File: config.mk
export PLATFORM = sky130hd
export DESIGN_NAME = spi_fast_read_resp
export DESIGN_NICKNAME = d
export VERILOG_FILES = /design/src/rtl/spi_fr_pkg.sv /design/src/rtl/spi_fr_sync.sv /design/src/rtl/spi_fr_store.sv /design/src/rtl/spi_fr_engine.sv /design/src/rtl/spi_fast_read_resp.sv
export SDC_FILE = /design/constraint.sdc
export NUM_CORES = 2
export LEC_CHECK = 0
export ABC_AREA = 0
export BUFFER_PORTS_ARGS = -buffer_cell sky130_fd_sc_hd__buf_2
export CAP_MARGIN = 10
export CORE_ASPECT_RATIO = 1.4
export CORE_MARGIN = 1
export CORE_UTILIZATION = 30
export CTS_CLUSTER_SIZE = 20
export DETAILED_ROUTE_END_ITERATION = 10
export SLEW_MARGIN = 20
export SYNTH_ARGS = -nofsm -noshare
export SYNTH_HDL_FRONTEND = slang
export SYNTH_HIERARCHICAL = 1
export SYNTH_SLANG_ARGS = --single-unit
export TNS_END_PERCENT = 20
File: constraint.sdc
create_clock -name clk -period 6.6 [get_ports clk]
set_input_delay 0.66 -clock clk [delete_from_list [all_inputs] [get_ports clk]]
set_output_delay 0.66 -clock clk [all_outputs]
set_load 0.05 [all_outputs]
File: src/rtl/spi_fr_pkg.sv
package spi_fr_pkg;
  typedef enum logic [2:0] {
    ST_IDLE,
    ST_CMD,
    ST_ADDR,
    ST_DUMMY,
    ST_DATA,
    ST_IGNORE
  } fr_state_t;

  localparam logic [7:0] OP_READ_X1 = 8'h0B;
  localparam logic [7:0] OP_READ_X2 = 8'h3B;
endpackage

File: src/rtl/spi_fr_sync.sv
module spi_fr_sync #(
  parameter int STAGES = 2
) (
  input  logic clk,
  input  logic rst,
  input  logic cs_n,
  input  logic sclk,
  input  logic si,
  output logic cs_hi,
  output logic rise,
  output logic fall,
  output logic si_s
);
  logic [STAGES-1:0] cs_q;
  logic [STAGES-1:0] sck_q;
  logic [STAGES-1:0] si_q;
  logic              sck_d;

  always_ff @(posedge clk) begin
    if (rst) begin
      cs_q  <= '1;
      sck_q <= '0;
      si_q  <= '0;
      sck_d <= 1'b0;
    end else begin
      cs_q  <= {cs_q[STAGES-2:0], cs_n};
      sck_q <= {sck_q[STAGES-2:0], sclk};
      si_q  <= {si_q[STAGES-2:0], si};
      sck_d <= sck_q[STAGES-1];
    end
  end

  assign cs_hi = cs_q[STAGES-1];
  assign si_s  = si_q[STAGES-1];
  assign rise  = sck_q[STAGES-1] & ~sck_d;
  assign fall  = ~sck_q[STAGES-1] & sck_d;
endmodule

File: src/rtl/spi_fr_store.sv
module spi_fr_store #(
  parameter int AW = 8,
  parameter int DW = 8
) (
  input  logic          clk,
  input  logic          we,
  input  logic [AW-1:0] waddr,
  input  logic [DW-1:0] wdata,
  input  logic [AW-1:0] raddr,
  output logic [DW-1:0] rdata
);
  localparam int DEPTH = 1 << AW;

  logic [DW-1:0] mem [DEPTH];

  always_ff @(posedge clk) begin
    if (we) mem[waddr] <= wdata;
    rdata <= mem[raddr];
  end
endmodule

File: src/rtl/spi_fr_engine.sv
module spi_fr_engine
  import spi_fr_pkg::*;
#(
  parameter int ADDR_W     = 24,
  parameter int SPAN_W     = 21,
  parameter int MEM_AW     = 8,
  parameter int DUMMY_CLKS = 8
) (
  input  logic              clk,
  input  logic              rst,
  input  logic              cs_hi,
  input  logic              rise,
  input  logic              fall,
  input  logic              si,
  input  logic [7:0]        rdata,
  output logic [MEM_AW-1:0] raddr,
  output logic              io0_out,
  output logic              io0_oe,
  output logic              io1_out,
  output logic              io1_oe,
  output fr_state_t         state,
  output logic [SPAN_W-1:0] addr
);
  localparam int CNT_W = $clog2(ADDR_W);

  logic [CNT_W-1:0] cnt;
  logic [7:0]       op_sh;
  logic [7:0]       op_next;
  logic             dual;
  logic [7:0]       sh;
  logic [7:0]       src;
  logic [2:0]       phase;
  logic [2:0]       last_phase;

  assign op_next    = {op_sh[6:0], si};
  assign src        = (phase == 3'd0) ? rdata : sh;
  assign last_phase = dual ? 3'd3 : 3'd7;
  assign raddr      = addr[MEM_AW-1:0];

  always_ff @(posedge clk) begin
    if (rst) begin
      state   <= ST_IDLE;
      cnt     <= '0;
      op_sh   <= '0;
      dual    <= 1'b0;
      addr    <= '0;
      sh      <= '0;
      phase   <= '0;
      io0_out <= 1'b0;
      io0_oe  <= 1'b0;
      io1_out <= 1'b0;
      io1_oe  <= 1'b0;
    end else if (cs_hi) begin
      state   <= ST_IDLE;
      cnt     <= '0;
      phase   <= '0;
      io0_out <= 1'b0;
      io0_oe  <= 1'b0;
      io1_out <= 1'b0;
      io1_oe  <= 1'b0;
    end else begin
      case (state)
        ST_IDLE: begin
          state <= ST_CMD;
          cnt   <= '0;
        end
        ST_CMD: if (rise) begin
          op_sh <= op_next;
          if (cnt == CNT_W'(7)) begin
            cnt <= '0;
            if (op_next == OP_READ_X1) begin
              dual  <= 1'b0;
              state <= ST_ADDR;
            end else if (op_next == OP_READ_X2) begin
              dual  <= 1'b1;
              state <= ST_ADDR;
            end else begin
              state <= ST_IGNORE;
            end
          end else begin
            cnt <= cnt + 1'b1;
          end
        end
        ST_ADDR: if (rise) begin
          addr <= {addr[SPAN_W-2:0], si};
          if (cnt == CNT_W'(ADDR_W - 1)) begin
            cnt   <= '0;
            state <= ST_DUMMY;
          end else begin
            cnt <= cnt + 1'b1;
          end
        end
        ST_DUMMY: if (rise) begin
          if (cnt == CNT_W'(DUMMY_CLKS - 1)) begin
            cnt   <= '0;
            phase <= '0;
            state <= ST_DATA;
          end else begin
            cnt <= cnt + 1'b1;
          end
        end
        ST_DATA: if (fall) begin
          if (phase == 3'd0) addr <= addr + 1'b1;
          io1_out <= src[7];
          io1_oe  <= 1'b1;
          if (dual) begin
            io0_out <= src[6];
            io0_oe  <= 1'b1;
            sh      <= {src[5:0], 2'b00};
          end else begin
            sh <= {src[6:0], 1'b0};
          end
          phase <= (phase == last_phase) ? 3'd0 : phase + 1'b1;
        end
        default: ;
      endcase
    end
  end
endmodule

File: src/rtl/spi_fast_read_resp.sv
module spi_fast_read_resp
  import spi_fr_pkg::*;
#(
  parameter int ADDR_W      = 24,
  parameter int SPAN_W      = 21,
  parameter int MEM_AW      = 8,
  parameter int DUMMY_CLKS  = 8,
  parameter int SYNC_STAGES = 2
) (
  input  logic              clk,
  input  logic              rst,
  input  logic              cs_n,
  input  logic              sclk,
  input  logic              io0_in,
  output logic              io0_out,
  output logic              io0_oe,
  output logic              io1_out,
  output logic              io1_oe,
  input  logic              load_we,
  input  logic [MEM_AW-1:0] load_addr,
  input  logic [7:0]        load_data
);
  logic              cs_hi;
  logic              rise;
  logic              fall;
  logic              si_s;
  logic [7:0]        rdata;
  logic [MEM_AW-1:0] raddr;
  fr_state_t         state;
  logic [SPAN_W-1:0] addr;

  spi_fr_sync #(.STAGES(SYNC_STAGES)) u_sync (
    .clk  (clk),
    .rst  (rst),
    .cs_n (cs_n),
    .sclk (sclk),
    .si   (io0_in),
    .cs_hi(cs_hi),
    .rise (rise),
    .fall (fall),
    .si_s (si_s)
  );

  spi_fr_store #(.AW(MEM_AW), .DW(8)) u_store (
    .clk  (clk),
    .we   (load_we),
    .waddr(load_addr),
    .wdata(load_data),
    .raddr(raddr),
    .rdata(rdata)
  );

  spi_fr_engine #(
    .ADDR_W    (ADDR_W),
    .SPAN_W    (SPAN_W),
    .MEM_AW    (MEM_AW),
    .DUMMY_CLKS(DUMMY_CLKS)
  ) u_engine (
    .clk    (clk),
    .rst    (rst),
    .cs_hi  (cs_hi),
    .rise   (rise),
    .fall   (fall),
    .si     (si_s),
    .rdata  (rdata),
    .raddr  (raddr),
    .io0_out(io0_out),
    .io0_oe (io0_oe),
    .io1_out(io1_out),
    .io1_oe (io1_oe),
    .state  (state),
    .addr   (addr)
  );
endmodule

==> impl_metrics.yaml <==
sta:
  setup_violations: 0
  period_needed_ns: 4.29
  hold_viol_final: 0
  final.period_utilization: 0.650
  fmax_mhz: 233
  tightest_slew_ns: 1.23
  fin_setup_tns_ns: 0
  fin_skew_ns: 0.0522
  slew_headroom: 0.170
  slew_violations: 0
  grt_setup_unrepaired: "no"
finish:
  area_growth_pct: 12.4
  layoutNonFillerInstCount: 7756
  seqCellArea_um2: 62600
  multi_input_area_um2: 17800
  drive_above_1_share: 0.211
  n_fill_cell: 25100
  layout.nets: 4096
grt:
  grt_max_degree: 189
  grt_pass1_vias: 41000
  antenna_found_initial: 9
  grt_pass1_wl_um: 302000
  gr-total-overflow: 0
  grt_usage: 0.150
route:
  drt_iter0_drc: 3788
  ant_nets: 0
  vias_per_cell: 5.17
  drc: 0
  vias: 40100
  postRouteWirelength_um: 210000
  routedWlPerCell_um: 27.1
  drtPass1Iterations: 5
placed_design:
  dp_hpwl_um: 129000
  dp_cells: 7411
  port_buffers: 25
  place_congestion: 0.829
floorplanning:
  std_cell_rows: 226
  dieArea_um2: 275000
  core_um2: 271000
  die_w_um: 443
  fp.dieH_um: 620
  ios: 26
  start_util: 0.302
pwr:
  p_leak_nw: 26.6
  pwr-share-clk: 0.418
  p_int_mw: 20.6
  power_frac_comb: 0.013
  ir_drop_v: 0.000218
  p_sw_frac: 0.199
  pwr-share-seq: 0.569
  powerDensity_nw_per_um2: 280
  p_total_mw: 25.8
  p_sw_mw: 5.14
cts:
  postCtsResizedCells: 0
  path_clk_slew_ns: 0.07
  h-tree-depth: 4
  cts_made_buffers: 189
  clk_latency_ns: 0.84
  cts_max_path_buffers: 4
  clock-sinks: 2101
  tritoncts: "built"
  ctsRootBufferMaster: "clkbuf_16"
yosys:
  syn_area_um2: 81800
  syn_inst: 4018
  synth-warning-count: 6
  syn_area_per_cell_um2: 20.4
  syn_nets: 4044
setup_path:
  rr_worst_depth: 7
  worstReg2RegStart: "u_engine/addr[0]"
  rr_endpoint: "u_store/rdata[2]"
  start_kind: "register"
  path_class: "reg2reg"
  crit_arrival_ns: 4.97
  rrSetupSlack_ns: 2.31
  cp.required_ns: 7.28
  worstPathMaxFanout: 37
  critPathCaptureType: "register"
hold_path:
  hold_depth: 2
  hold_path_class: "in2reg"
  hold_start: "io0_in"
  min_to: "u_sync/si_q[0]"
run:
  max_cap_violations: 0
run_status:
  outcome: "finished, final reports clean"
-- per-stage QoR --
stage	util	cell area, µm²	worst slack [ns]	hold slack (ns)
global placement	0.317	85900	1.62	0.420
global route	0.339	92000	2.21	0.0600
floorplan	-	81800	4.12	0.383
CTS	0.339	91900	2.21	0.0145
finish	0.340	92000	2.31	0.0613
detailed placement	0.317	86000	2.24	0.409
-- worst max-delay path: stages, from the launching register on --
cell and delay [ns]:
dfxtp_4 1.07, buf_4 0.59, mux4_2 0.58, a211oi_1 0.69, nor2_1 0.12, nor4_1 0.79, buf_4 0.26, nor4_2 0.04
-- layout make-up --
type | count | area share
clock buffer | 224 | 0.0539
multi-input combinational | 1646 | 0.193
tap | 3534 | 0.0481
timing repair buffer | 125 | 0.0137
antenna | 6 | 0.000163
clock inverter | 113 | 0.0104
sequential | 2101 | 0.680
inverter | 7 | 0.000286
-- worst max-delay path by stage --
stage | startpoint | end | slack (ns) | cells past startpoint
2_1_floorplan | load_addr[3] | u_store/mem[235][0] | 4.12 | 6
3_3_place_gp | u_engine/addr[0] | u_store/rdata[2] | 1.62 | 7
3_5_place_dp | u_engine/addr[0] | u_store/rdata[2] | 2.24 | 7
4_1_cts | u_engine/addr[0] | u_store/rdata[2] | 2.21 | 7
5_1_grt | u_engine/addr[0] | u_store/rdata[2] | 2.21 | 7
6_report | u_engine/addr[0] | u_store/rdata[2] | 2.31 | 7
-- cells in the final DEF, fill, tap and decap left out, types with 7 or more instances in the layout --
cell,instances
a21oi_1,123
clkinv_1,48
edfxtp_1,2048
mux2i_1,149
nor2b_1,37
nand4_1,10
buf_4,75
nor4_2,14
nand2b_1,9
buf_12,22
o211ai_1,10
buf_8,7
nand3_1,46
clkinv_2,34
clkbuf_1,29
and2_1,8
a22oi_1,134
o22ai_1,28
bufinv_16,15
nor2_1,313
clkbuf_16,192
o221ai_1,46
clkinvlp_4,10
a221oi_1,13
a211oi_1,18
buf_2,17
dfxtp_1,48
o21ai_0,22
mux4_2,454
a22o_1,10
nand2_1,68
nor4_1,13
nor3_1,27
-- power groups by stage --
stage                     clock [mW]  combinational, mW  sequential [mW]
after floorplan                    0             0.0520             14.9
after global placement             0              0.327             14.9
after detailed placement           0              0.344             14.9
after CTS                       11.0              0.344             14.7
after global routing            11.4              0.361             14.7
final                           10.8              0.338             14.7
-- flip-flops by register name (all words and copies together), names as in the netlist --
signal / count
u_sync/sck_q: 2
u_engine/io1_oe: 1
u_engine/phase: 3
u_engine/sh: 7
u_engine/state: 3
u_engine/io1_out: 1
u_sync/sck_d: 1
u_sync/si_q: 2
u_engine/addr: 8
u_engine/io0_out: 1
u_sync/cs_q: 2
u_store/rdata: 8
u_engine/dual: 1
u_engine/op_sh: 7
u_engine/cnt: 5
u_engine/io0_oe: 1
u_store/mem: 2048
-- per-layer routing --
layer  routed length (µm)  GRT usage  vias to the layer above
li1                     -          -                    16800
met1                78800      0.180                    21700
met2               111000      0.269                     1309
met3                11200     0.0193                      338
met4                 9340     0.0664                        2
met5                    7          0                        -
-- what timing repair did --
action / in CTS / in global routing
setup buffers: 0 / 0
hold buffers: 1 / 0
endpoints found under the hold margin: 1 / 0
setup endpoints to repair: 0 / 0
Power figures use the tool's default switching activity.
